[config.mk]
export PLATFORM = sky130hd
export DESIGN_NAME = adc_seq_ctrl
export DESIGN_NICKNAME = d
export VERILOG_FILES = /design/src/rtl/adc_seq_pkg.sv /design/src/rtl/adc_seq_regs.sv /design/src/rtl/adc_seq_fsm.sv /design/src/rtl/adc_seq_gate.sv /design/src/rtl/adc_seq_ctrl.sv
export SDC_FILE = /design/constraint.sdc
export NUM_CORES = 1
export LEC_CHECK = 0
export ABC_AREA = 1
export BUFFER_PORTS_ARGS = -buffer_cell sky130_fd_sc_hd__buf_4
export CAP_MARGIN = 20
export CORE_UTILIZATION = 35
export CTS_BUF_LIST = sky130_fd_sc_hd__clkbuf_16
export DETAILED_ROUTE_END_ITERATION = 10
export PLACE_DENSITY = 0.62
export SYNTH_ARGS = -nofsm -noshare
export SYNTH_HDL_FRONTEND = slang
export SYNTH_SLANG_ARGS = --single-unit
[constraint.sdc]
create_clock -name clk -period 1.6 [get_ports clk]
set_input_delay 0.32 -clock clk [delete_from_list [all_inputs] [get_ports clk]]
set_output_delay 0.32 -clock clk [all_outputs]
set_load 0.05 [all_outputs]
[src/rtl/adc_seq_pkg.sv]
package adc_seq_pkg;
    typedef enum logic [1:0] {
        ST_IDLE = 2'd0,
        ST_BUSY = 2'd1,
        ST_GAP  = 2'd2
    } conv_state_e;

    localparam logic [1:0] ADR_MODE = 2'd0;
    localparam logic [1:0] ADR_CHAN = 2'd1;
    localparam logic [1:0] ADR_THR  = 2'd2;
    localparam logic [1:0] ADR_CMP  = 2'd3;
endpackage

[src/rtl/adc_seq_regs.sv]
module adc_seq_regs
    import adc_seq_pkg::*;
#(
    parameter int CH_W  = 3,
    parameter int THR_W = 8
) (
    input  logic             clk,
    input  logic             rst_n,
    input  logic             wr,
    input  logic [1:0]       addr,
    input  logic [THR_W-1:0] wdata,
    output logic             en_q,
    output logic             en_nx,
    output logic [CH_W-1:0]  chan_q,
    output logic [THR_W-1:0] thr_q,
    output logic             cmp_en_q,
    output logic             cmp_lt_q
);
    typedef struct packed {
        logic             en;
        logic [CH_W-1:0]  chan;
        logic [THR_W-1:0] thr;
        logic             cmp_en;
        logic             cmp_lt;
    } regs_t;

    regs_t r_d, r_q;

    always_comb begin
        r_d = r_q;
        if (wr) begin
            case (addr)
                ADR_MODE: r_d.en     = wdata[0];
                ADR_CHAN: r_d.chan   = wdata[CH_W-1:0];
                ADR_THR:  r_d.thr    = wdata;
                default: begin
                    r_d.cmp_en = wdata[0];
                    r_d.cmp_lt = wdata[1];
                end
            endcase
        end
    end

    always_ff @(posedge clk) begin
        if (!rst_n) r_q <= '0;
        else        r_q <= r_d;
    end

    assign en_q     = r_q.en;
    assign en_nx    = r_d.en;
    assign chan_q   = r_q.chan;
    assign thr_q    = r_q.thr;
    assign cmp_en_q = r_q.cmp_en;
    assign cmp_lt_q = r_q.cmp_lt;

    AST_RESET_CLEAR: assert property (@(posedge clk) !rst_n |=> (r_q == '0));
endmodule

[src/rtl/adc_seq_fsm.sv]
module adc_seq_fsm
    import adc_seq_pkg::*;
(
    input  logic clk,
    input  logic rst_n,
    input  logic wr,
    input  logic en_q,
    input  logic en_nx,
    input  logic done,
    output logic start,
    output logic accept
);
    conv_state_e st_d, st_q;

    always_comb begin
        st_d = st_q;
        if (wr) begin
            if (!en_nx)              st_d = ST_IDLE;
            else if (st_q == ST_IDLE) st_d = ST_BUSY;
            else                     st_d = ST_GAP;
        end else begin
            case (st_q)
                ST_IDLE: st_d = en_q ? ST_BUSY : ST_IDLE;
                ST_GAP:  st_d = ST_BUSY;
                default: st_d = ST_BUSY;
            endcase
        end
    end

    always_ff @(posedge clk) begin
        if (!rst_n) st_q <= ST_IDLE;
        else        st_q <= st_d;
    end

    assign start  = (st_q == ST_BUSY);
    assign accept = done && (st_q == ST_BUSY) && !wr;

    AST_ABORT_DROPS_START: assert property (@(posedge clk) disable iff (!rst_n)
        (wr && start) |=> !start);
    AST_GAP_ONE_CYCLE: assert property (@(posedge clk) disable iff (!rst_n)
        (!start && en_q && !wr) |=> start);
    AST_OFF_NO_START: assert property (@(posedge clk) disable iff (!rst_n)
        !en_q |-> !start);
    AST_RUN_CONTINUOUS: assert property (@(posedge clk) disable iff (!rst_n)
        (start && done && !wr) |=> start);
endmodule

[src/rtl/adc_seq_gate.sv]
module adc_seq_gate #(
    parameter int RES_W = 10,
    parameter int THR_W = 8
) (
    input  logic             clk,
    input  logic             rst_n,
    input  logic             accept,
    input  logic [RES_W-1:0] data,
    input  logic [THR_W-1:0] thr,
    input  logic             cmp_en,
    input  logic             cmp_lt,
    output logic [RES_W-1:0] res_q,
    output logic             irq_q
);
    localparam int HI_LSB = RES_W - THR_W;

    typedef struct packed {
        logic [RES_W-1:0] res;
        logic             irq;
    } gate_t;

    gate_t g_d, g_q;
    logic [THR_W-1:0] hi;
    logic             pass;

    always_comb begin
        hi   = data[RES_W-1:HI_LSB];
        pass = !cmp_en || (cmp_lt ? (hi < thr) : (hi >= thr));
        g_d      = g_q;
        g_d.irq  = 1'b0;
        if (accept) begin
            g_d.res = data;
            g_d.irq = pass;
        end
    end

    always_ff @(posedge clk) begin
        if (!rst_n) g_q <= '0;
        else        g_q <= g_d;
    end

    assign res_q = g_q.res;
    assign irq_q = g_q.irq;

    AST_IRQ_NEEDS_ACCEPT: assert property (@(posedge clk) disable iff (!rst_n)
        irq_q |-> $past(accept));
    AST_GE_GATE: assert property (@(posedge clk) disable iff (!rst_n)
        (irq_q && cmp_en && !cmp_lt) |-> (res_q[RES_W-1:HI_LSB] >= thr));
    AST_LT_GATE: assert property (@(posedge clk) disable iff (!rst_n)
        (irq_q && cmp_en && cmp_lt) |-> (res_q[RES_W-1:HI_LSB] < thr));
    AST_RES_HOLD: assert property (@(posedge clk) disable iff (!rst_n)
        !accept |=> (res_q == $past(res_q)));
endmodule

[src/rtl/adc_seq_ctrl.sv]
module adc_seq_ctrl #(
    parameter int CH_W  = 3,
    parameter int THR_W = 8,
    parameter int RES_W = 10
) (
    input  logic             clk,
    input  logic             rst_n,
    input  logic             reg_wr,
    input  logic [1:0]       reg_addr,
    input  logic [THR_W-1:0] reg_wdata,
    output logic             cv_start,
    output logic [CH_W-1:0]  cv_chan,
    input  logic             cv_done,
    input  logic [RES_W-1:0] cv_data,
    output logic [RES_W-1:0] result,
    output logic             irq
);
    logic             en_q, en_nx, cmp_en_q, cmp_lt_q, accept;
    logic [THR_W-1:0] thr_q;

    adc_seq_regs #(.CH_W(CH_W), .THR_W(THR_W)) u_regs (
        .clk(clk), .rst_n(rst_n), .wr(reg_wr), .addr(reg_addr),
        .wdata(reg_wdata), .en_q(en_q), .en_nx(en_nx), .chan_q(cv_chan),
        .thr_q(thr_q), .cmp_en_q(cmp_en_q), .cmp_lt_q(cmp_lt_q)
    );

    adc_seq_fsm u_fsm (
        .clk(clk), .rst_n(rst_n), .wr(reg_wr), .en_q(en_q), .en_nx(en_nx),
        .done(cv_done), .start(cv_start), .accept(accept)
    );

    adc_seq_gate #(.RES_W(RES_W), .THR_W(THR_W)) u_gate (
        .clk(clk), .rst_n(rst_n), .accept(accept), .data(cv_data),
        .thr(thr_q), .cmp_en(cmp_en_q), .cmp_lt(cmp_lt_q),
        .res_q(result), .irq_q(irq)
    );
endmodule

# After elaboration in Yosys (flattened, before gate mapping)
# Index checks and enable logic that the tools add are counted.
totals:
  reg_bits: 27
  latchBits: 0
  ram_bits: 0
  rom_bits: 0
  word_cells: 37
  n_memories: 0
op_classes:
  add_sub_neg: 0
  mul: 0
  n_div: 0
  n_lt_le_gt_ge: 2
  eq_ne: 3
  n_shift: 0
  mux: 11
  bitwise_logic: 1
  reduce_logical: 12
ops:
  columns: ["cell", "n"]
  rows:
  - ["2-to-1 mux 14 bit", 1]
  - ["2-to-1 mux 2 bit", 5]
  - ["greater-or-equal comparator 8 bit", 1]
  - ["< comparator 8 bit", 1]
  - ["2-to-1 mux 8 bit", 1]
  - ["AND reduction 2 bit", 4]
  - ["equality test 2 x 1 -> 1 bit (second input constant)", 2]
  - ["logical NOT 2 bit", 2]
  - ["2-to-1 mux 1 bit", 3]
  - ["2-to-1 mux 3 bit", 1]
  - ["OR reduction 3 bit", 1]
  - ["equality test 2 bit (second input constant)", 1]
  - ["logical AND 1 bit", 2]
  - ["logical NOT 1 bit", 2]
  - ["logical OR 1 bit", 1]
  - ["inverter 1 bit", 1]

# Logic depth before layout (Yosys ltp)
# Gate-level depths: netlist (run 1).
logic_depth:
  ltp_word: 6
  mapped_depth: 12

# Hierarchy
# Synthesis (run 1) repeated with hierarchy kept, for this count alone.
hier_totals:
  cells_unflattened: 180
  area_unflattened_um2: 1282.5
modules_own_cells:
  columns: ["mod", "n_inst", "cells_each", "area_per_inst_um2", "seq_area_each_um2"]
  rows:
  - ["adc_seq_gate", 1, 85, 604.3, 220.2]
  - ["adc_seq_regs", 1, 79, 576.8, 280.3]
  - ["adc_seq_fsm", 1, 16, 101.3, 40.0]

# Worst setup path before layout (run 1)
# Ideal clock, no wire load.
synth_timing:
  kind: "input-to-reg"
  startpoint: "in cv_data[9]"
  endpoint: "reg u_gate.g_q (netlist bit u_gate.irq_q)"
  setup_ns: 0.066
  arrival_ns: 1.151
  setup_slack_ns: 0.383
  stages: 7
  n_path_buf: 0
  cell_sequence: "ha_1 a21o_1 nor2_1 nand3_1 nand2_1 inv_1 a21oi_2"
synth_between:
  elab_chain_len: 3
  word_cells_on_any_way: 4
synth_rtl:
  columns: ["item", "line", "text"]
  rows:
  - ["start, declared", "adc_seq_ctrl.sv:14", "input logic [RES_W-1:0] cv_data,"]
  - ["greater-or-equal comparator 8 bit or < comparator 8 bit (tied branches)", "adc_seq_gate.sv:28", "pass = !cmp_en || (cmp_lt ? (hi < thr) : (hi >= thr));"]
  - ["2-to-1 mux 1 bit *", "adc_seq_gate.sv:28", null]
  - ["logical OR 1 bit *", "adc_seq_gate.sv:28", null]
  - ["end signal, assigned", "adc_seq_gate.sv:39", "else g_q <= g_d;"]
  - ["end, declared", "adc_seq_gate.sv:22", "gate_t g_d, g_q;"]
# Mark *: on every way between the ends. The rest lies on a longest branch, timed or not.
# A chain may end at the register's enable or synchronous reset.

# Worst setup path in the final report (run 1)
layout_timing:
  startpoint: "reg u_regs.r_q (netlist bit u_regs.thr_q[7])"
  endpoint: "reg u_gate.g_q (netlist bit u_gate.irq_q)"
layout_between:
  elab_chain_len: 3
  word_cells_on_any_way: 4
layout_rtl:
  columns: ["item", "line", "text"]
  rows:
  - ["start, declared", "adc_seq_regs.sv:27", "regs_t r_d, r_q;"]
  - ["start signal, assigned", "adc_seq_regs.sv:46", "else r_q <= r_d;"]
  - ["greater-or-equal comparator 8 bit or < comparator 8 bit (tied branches)", "adc_seq_gate.sv:28", null]
  - ["2-to-1 mux 1 bit *", "adc_seq_gate.sv:28", null]
  - ["logical OR 1 bit *", "adc_seq_gate.sv:28", null]
# Marks and branches as above.

==> flow_metrics.env, run 1 <==
export IMPL_p_leak_nw=0.755
export IMPL_cts_root_buffer="clkbuf_16"
export IMPL_finalHoldViolCount=0
export IMPL_rsz0062_at_grt="false"
export IMPL_placementRows=21
export IMPL_clockBufferDepth=2
export IMPL_postLayoutCoreUtil=0.489
export IMPL_core_region_area_um2=3420
export IMPL_p_comb_frac=0.180
export IMPL_cts_setup_buffers=0
export IMPL_critPathLaunchType="flip-flop"
export IMPL_max_vdd_ir_drop_mv=0.433
export IMPL_grt_pass1_vias=1012
export IMPL_die_w_um=62.6
export IMPL_overflow=0
export IMPL_wl_met1_um=1160
export IMPL_crit_fanout=2
export IMPL_ys_seq_area_frac=0.421
export IMPL_hold_path_class="input pin to flip-flop"
export IMPL_pwr_share_seq=0.459
export IMPL_portBuffers=38
export IMPL_ys_warn_count=0
export IMPL_wl_met3_um=140
export IMPL_seq_area_um2=541
export IMPL_clkTransAtPathRegs_ps=70
export IMPL_p_sw_mw=0.407
export IMPL_fmax_mhz=743
export IMPL_synthCells=157
export IMPL_track_usage=0.135
export IMPL_period_minus_slack_ps=1350
export IMPL_outcome="complete, no violations"
export IMPL_vias=1092
export IMPL_gp_congestion=0.697
export IMPL_cts_buffers=3
export IMPL_critPathRequiredTime_ps=1800
export IMPL_mostFrequentLayoutCells="buf_4, dfxtp_1, inv_1, o21ai_0, nor2_1"
export IMPL_dp_worst_setup_slack_ps=171
export IMPL_drtIter0Drc=36
export IMPL_crit_type="flip-flop to flip-flop"
export IMPL_finalWirelength_um=2490
export IMPL_die_area_um2=3920
export IMPL_num_antenna_cells=0
export IMPL_syn_avg_cell_area_um2=8.18
export IMPL_cts_tree="built"
export IMPL_avgRoutedWirePerCell_um=10.3
export IMPL_p_sw_frac=0.261
export IMPL_firstDrtPassIters=4
export IMPL_maxSlewViolCount=0
export IMPL_multi_input_comb_area_um2=608
export IMPL_period_share=0.841
export IMPL_cts_resized=0
export IMPL_netlist_area_um2=1280
export IMPL_endpoint_kind="flip-flop"
export IMPL_routed_top_layer="met4"
export IMPL_drv_cap=0
export IMPL_ctsHoldBuffers=0
export IMPL_area_growth_pct=30.0
export IMPL_worst_slew_pin_slew_ps=245
export IMPL_p_int_mw=1.15
export IMPL_clock_sinks=27
export IMPL_antenna_found_initial=0
export IMPL_initial_core_util=0.376
export IMPL_dp_hpwl_um=1970
export IMPL_layout_commonest_cell="buf_4"
export IMPL_grt_pass1_wl_um=4290
export IMPL_clk_latency_ps=260
export IMPL_pwr_share_clk=0.361
export IMPL_layout_drive_gt1_share=0.338
export IMPL_wl_met2_um=1180
export IMPL_die_y_um=62.6
export IMPL_synthDistinctLibCells=26
export IMPL_ys_seq_elements=27
export IMPL_tns_ps=0
export IMPL_grt_max_degree=27
export IMPL_finalSetupViolCount=0
export IMPL_skew_ps=6.44
export IMPL_post_route_cell_area_um2=1670
export IMPL_dp_cells=237
export IMPL_critical_path_arrival_ps=1540
export IMPL_slew_headroom=0.836
export IMPL_io_pins=39
export IMPL_syn_num_nets=189
export IMPL_final_cell_count_no_fill=241
export IMPL_place_area_um2=1590
export IMPL_drc_errors=0
export IMPL_nets=228
export IMPL_h_tree_depth=1
export IMPL_setup_slack_ps=254
export IMPL_viasPerCell=4.53
export IMPL_fillers=348
export IMPL_powerDensity_nw_per_um2=934
export IMPL_drtAntennaViolNets=0
## final timing paths
kind	slack (ps)	from	cells after the start	endpoint
worst min register to register	450	u_regs.chan_q[1]	2	u_regs.chan_q[1]
worst max register to register	250	u_regs.thr_q[7]	8	u_gate.irq_q
worst min-delay path	280	reg_wr	2	u_fsm.st_q[0]
worst max-delay path	250	u_regs.thr_q[7]	8	u_gate.irq_q
## cells by family after synthesis
group,count (synthesis),share of synthesized area
compound gates,42,0.183
buf+inv,29,0.106
flops,27,0.421
simple gates,51,0.212
fa+ha+maj,8,0.0779
## sequential cells by signal (all words and copies together), names as in the netlist
signal           cells
u_regs.en_q          1
u_regs.thr_q         8
u_gate.irq_q         1
u_regs.cmp_lt_q      1
u_gate.res_q        10
u_regs.cmp_en_q      1
u_regs.chan_q        3
u_fsm.st_q           2
## metal layers
layer | GRT usage | vias up
li1 | - | 584
met1 | 0.164 | 479
met2 | 0.234 | 27
met3 | 0.0401 | 2
met4 | 0.0262 | 0
met5 | 0 | -
## worst max-delay path, stage by stage, from the launching register on
cell and delay [ps]:
dfxtp_1 310, inv_1 60, ha_1 290, a21o_1 180, nor2_1 150, nand3_1 90
nand2_1 60, inv_1 40, a21oi_2 100
## area by class of cell
type / instances / share of cell area
Multi-Input combinational cell: 101 / 0.364
Sequential cell: 27 / 0.324
Timing Repair Buffer: 38 / 0.171
Inverter: 25 / 0.0577
Clock buffer: 3 / 0.0449
Tap cell: 46 / 0.0345
Clock inverter: 1 / 0.00449
## Yosys cell counts, drive strengths merged
cell    instances  share of area
a21o            1         0.0058
a21oi          17          0.078
buf             2          0.024
clkbuf          2         0.0068
dfxtp          27           0.42
ha              8          0.078
inv            25          0.075
nand2          16          0.055
nand3           6          0.033
nand3b          1         0.0058
nand4           1         0.0049
nor2           26           0.11
nor3            1         0.0078
o21ai          24          0.099
## stage by stage
step           power [mW]  hold WS [ps]
2_1_floorplan       0.915           411
3_3_place_gp         1.01           433
3_5_place_dp         1.01           439
4_1_cts              1.58           285
5_1_grt              1.63           302
6_report             1.56           285
## power by group through the flow
stage / clock [mW] / sequential, mW / combinational [mW]
6_report: 0.563 / 0.716 / 0.280
4_1_cts: 0.576 / 0.716 / 0.284
2_1_floorplan: 0 / 0.777 / 0.138
3_3_place_gp: 0 / 0.730 / 0.275
5_1_grt: 0.600 / 0.719 / 0.311
3_5_place_dp: 0 / 0.732 / 0.282
Power figures use the tool's default switching activity.
==> run 2, diff against run 1 <==
Clock period 1.6 ns to 1.37 ns, I/O delays scaled along.
==> flow_metrics.env, run 2 (synthesized netlist as in run 1, its figures left out) <==
export IMPL_finalSetupViolCount=0
export IMPL_die_w_um=62.6
export IMPL_maxSlewViolCount=0
export IMPL_die_area_um2=3920
export IMPL_initial_core_util=0.376
export IMPL_skew_ps=3.40
export IMPL_drtIter0Drc=41
export IMPL_dp_cells=237
export IMPL_area_growth_pct=34.8
export IMPL_layout_drive_gt1_share=0.385
export IMPL_placementRows=21
export IMPL_final_cell_count_no_fill=241
export IMPL_layout_commonest_cell="buf_4"
export IMPL_outcome="complete, no violations"
export IMPL_drc_errors=0
export IMPL_dp_hpwl_um=1960
export IMPL_p_total_mw=1.85
export IMPL_cts_buffers=3
export IMPL_grt_pass1_vias=1003
export IMPL_portBuffers=38
export IMPL_nets=228
export IMPL_endpoint_kind="flip-flop"
export IMPL_crit_type="flip-flop to flip-flop"
export IMPL_io_pins=39
export IMPL_clockBufferDepth=2
export IMPL_clk_latency_ps=260
export IMPL_largest_reg_flops=10
export IMPL_slowest_delay_ps=310
export IMPL_num_antenna_cells=0
export IMPL_h_tree_depth=1
export IMPL_grt_max_degree=27
export IMPL_multi_input_comb_area_um2=669
export IMPL_finalWirelength_um=2580
export IMPL_slew_headroom=0.828
export IMPL_cp_slowest_cell="dfxtp_1"
export IMPL_hold_path_class="input pin to flip-flop"
export IMPL_ctsHoldBuffers=0
export IMPL_finalHoldViolCount=0
export IMPL_cp_cell_sequence="inv_1 > ha_4 > nand2_2 > nor2_2 > nand4_1 > nand3_1 > nand2_1 > a21oi_2"
export IMPL_overflow=0
export IMPL_fillers=350
export IMPL_clock_sinks=27
export IMPL_powerDensity_nw_per_um2=1070
export IMPL_clkTransAtPathRegs_ps=70
export IMPL_grt_pass1_wl_um=4240
export IMPL_cts_tree="built"
export IMPL_period_minus_slack_ps=1290
export IMPL_vias=1085
export IMPL_max_vdd_ir_drop_mv=0.637
export IMPL_critPathRequiredTime_ps=1570
export IMPL_critPathLaunchType="flip-flop"
export IMPL_period_share=0.941
export IMPL_cts_root_buffer="clkbuf_16"
export IMPL_critical_path_arrival_ps=1490
export IMPL_worst_slew_pin_slew_ps=258
export IMPL_fmax_mhz=775
export IMPL_mostFrequentLayoutCells="buf_4, dfxtp_1, o21ai_0"
export IMPL_antenna_found_initial=0
export IMPL_track_usage=0.135
export IMPL_core_region_area_um2=3420
export IMPL_p_leak_nw=0.760
export IMPL_avgRoutedWirePerCell_um=10.7
export IMPL_firstDrtPassIters=4
export IMPL_seq_area_um2=541
export IMPL_drv_cap=0
export IMPL_crit_fanout=2
export IMPL_gp_congestion=0.697
export IMPL_cts_setup_buffers=0
export IMPL_drtAntennaViolNets=0
export IMPL_rsz0062_at_grt="false"
export IMPL_die_y_um=62.6
export IMPL_viasPerCell=4.50
## run 2: cell count changes in the layout (fill, tap and decap cells not counted), moves of 2 or more
cell	before	now
ha_1	8	4
ha_4	0	4
nor2_1	16	14
nor2_2	9	11
## run 2: critical path: cells and delay by family, from the launching register on
family | cells | cell delay [ps]
adders and majority gates | 1 | 280
and+or+nand+nor | 5 | 410
DFF | 1 | 310
AOI/OAI and AO/OA | 1 | 130
buffers and inverters | 1 | 80
## run 2: layer usage
metal,track usage,part of all wire,vias to the layer above
met5,0,0,-
met4,0.0349,0.0085,0
met3,0.0474,0.057,2
met2,0.226,0.45,27
met1,0.164,0.49,473
li1,-,-,583
## run 2: final timing paths
kind / from / end / slack [ps] / depth (start not counted)
worst max register to register: u_regs.thr_q[7] / u_gate.irq_q / 80 / 8
worst min register to register: u_regs.chan_q[2] / u_regs.chan_q[2] / 450 / 2
worst min-delay path: reg_wr / u_fsm.st_q[0] / 250 / 2
worst max-delay path: u_regs.thr_q[7] / u_gate.irq_q / 80 / 8
## run 2: per-stage QoR
| stage | TNS, ps | instance area [um2] | utilization | hold slack [ps] | setup WS, ps |
|---|---|---|---|---|---|
| floorplan | 0 | 1280 | - | 365 | 157 |
| global placement | 0 | 1590 | 0.465 | 433 | 34.6 |
| detailed placement | -16.6 | 1590 | 0.465 | 439 | -16.6 |
| CTS | 0 | 1670 | 0.490 | 243 | 18.7 |
| global route | 0 | 1730 | 0.507 | 254 | 11.6 |
| finish | 0 | 1730 | 0.507 | 249 | 80.2 |
## run 2: power breakdown
group          switching [mW]  internal, mW  leakage, nW
sequential             0.0164         0.820        0.220
clock                   0.259         0.396       0.0371
combinational           0.210         0.144        0.503
total                   0.485          1.36        0.760
## run 2: repair_timing
| item | CTS | global route |
|---|---|---|
| pin swaps | 0 | 1 |
| gates resized for setup | 1 | 8 |
| hold endpoints to repair | 0 | 0 |
| setup endpoints to repair | 1 | 1 |
## run 2: area by class of cell
| class | count | share of cell area |
|---|---|---|
| clock buffers | 3 | 0.0434 |
| multi-input cells | 101 | 0.387 |
| clock inverters | 1 | 0.00434 |
| inverters | 25 | 0.0556 |
| repair buffers | 38 | 0.165 |
| flip-flops and latches | 27 | 0.312 |
| well taps | 46 | 0.0332 |
==> run 3, diff against run 2 <==
Settings changed: PLACE_DENSITY 0.62 to 0.64.
==> flow_metrics.env, run 3 (synthesized netlist as in run 1, its figures left out) <==
export IMPL_outcome="complete, no violations"
export IMPL_gp_congestion=0.814
export IMPL_overflow=0
export IMPL_p_leak_nw=0.763
export IMPL_antenna_found_initial=0
export IMPL_firstDrtPassIters=4
export IMPL_powerDensity_nw_per_um2=1060
export IMPL_drtAntennaViolNets=0
export IMPL_period_minus_slack_ps=1260
export IMPL_drtIter0Drc=43
export IMPL_p_total_mw=1.83
export IMPL_dp_hpwl_um=2000
export IMPL_cts_buffers=3
export IMPL_drv_cap=0
export IMPL_fmax_mhz=795
export IMPL_track_usage=0.137
export IMPL_dp_worst_setup_slack_ps=0.549
export IMPL_slew_headroom=0.829
export IMPL_h_tree_depth=1
export IMPL_worstRegToRegCells=9
export IMPL_worst_slew_pin_slew_ps=257
export IMPL_place_area_um2=1590
export IMPL_finalSetupViolCount=0
export IMPL_layout_drive_gt1_share=0.395
export IMPL_tns_ps=0
export IMPL_skew_ps=2.89
export IMPL_crit_type="flip-flop to flip-flop"
export IMPL_r2r_setup_slack_ps=110
export IMPL_ctsHoldBuffers=0
export IMPL_finalWirelength_um=2580
export IMPL_worstReg2RegEnd="u_gate.irq_q"
export IMPL_grt_pass1_vias=1017
export IMPL_endpoint_kind="flip-flop"
export IMPL_critPathLaunchType="flip-flop"
export IMPL_grt_max_degree=27
export IMPL_placementRows=21
export IMPL_portBuffers=38
export IMPL_cts_root_buffer="clkbuf_16"
export IMPL_setup_slack_ps=113
export IMPL_vias=1123
export IMPL_dp_cells=237
export IMPL_clockBufferDepth=2
export IMPL_viasPerCell=4.66
export IMPL_finalHoldViolCount=0
export IMPL_layout_commonest_cell="buf_4"
export IMPL_whs_endpoint="u_fsm.st_q[0]"
export IMPL_grt_pass1_wl_um=4350
export IMPL_area_growth_pct=34.7
export IMPL_clock_sinks=27
export IMPL_largest_reg_flops=10
export IMPL_die_w_um=62.6
export IMPL_drc_errors=0
export IMPL_worstHoldPathCells=2
export IMPL_die_y_um=62.6
export IMPL_clkTransAtPathRegs_ps=60
export IMPL_worstReg2RegStart="u_regs.thr_q[5]"
export IMPL_initial_core_util=0.376
export IMPL_critPathRequiredTime_ps=1570
export IMPL_nets=228
export IMPL_final_cell_count_no_fill=241
export IMPL_cts_tree="built"
export IMPL_avgRoutedWirePerCell_um=10.7
export IMPL_max_vdd_ir_drop_mv=0.799
export IMPL_mostFrequentLayoutCells="buf_4, dfxtp_1, o21ai_0"
export IMPL_hp_start="reg_wr"
export IMPL_io_pins=39
export IMPL_postLayoutCoreUtil=0.507
export IMPL_maxSlewViolCount=0
export IMPL_num_antenna_cells=0
export IMPL_core_region_area_um2=3420
export IMPL_critical_path_arrival_ps=1460
export IMPL_hold_ws_ps=256
export IMPL_die_area_um2=3920
export IMPL_hold_path_class="input pin to flip-flop"
export IMPL_period_share=0.918
export IMPL_post_route_cell_area_um2=1730
export IMPL_crit_fanout=2
export IMPL_clk_latency_ps=260
export IMPL_fillers=347
[run 3: cell types whose count changed in the layout (fill, tap and decap cells not counted), sizes merged]
cell      change
inv           +1
clkinvlp      -1
[run 3: layout make-up]
cell class	instances	area, um2	area share
flip-flops and latches	27	541	0.312
clock inverters	1	3.75	0.00217
multi-input cells	101	672	0.388
clock buffers	3	75.1	0.0434
repair buffers	38	285	0.165
well taps	46	57.6	0.0333
inverters	25	96.3	0.0557
[run 3: power breakdown]
part | total [mW] | leakage [nW] | internal [mW] | switching (mW)
sequential | 0.837 | 0.220 | 0.821 | 0.0167
clock | 0.639 | 0.0423 | 0.390 | 0.249
combinational | 0.358 | 0.501 | 0.145 | 0.213
[run 3: repair_timing]
item	4_1_cts	5_1_grt
resized for setup	0	12
endpoints found under the setup margin	0	1
buffers inserted	0	0
[run 3: how the worst max path moves through the flow]
stage,startpoint,end,cells past startpoint
floorplan,u_regs.thr_q[7],u_gate.irq_q,8
global placement,cv_data[9],u_gate.irq_q,8
detailed placement,cv_data[9],u_gate.irq_q,8
CTS,u_regs.thr_q[7],u_gate.irq_q,8
global route,u_regs.thr_q[2],u_gate.irq_q,11
finish,u_regs.thr_q[5],u_gate.irq_q,9
[run 3: routing by layer]
metal / wire, um / track usage / vias up
met5: 0 / 0 / -
met4: 0 / 0.0174 / 0
met3: 173 / 0.0493 / 0
met2: 1210 / 0.238 / 40
li1: - / - / 581
met1: 1190 / 0.166 / 502
[run 3: critical path, cell delays in order (launching register included)]
cell and delay, ps:
dfxtp_1 320, inv_2 60, ha_4 210, a21oi_2 150, nor2_2 50, nor2_2 130, nand3_1 80, nand2_1 60
inv_1 50, a21oi_2 90
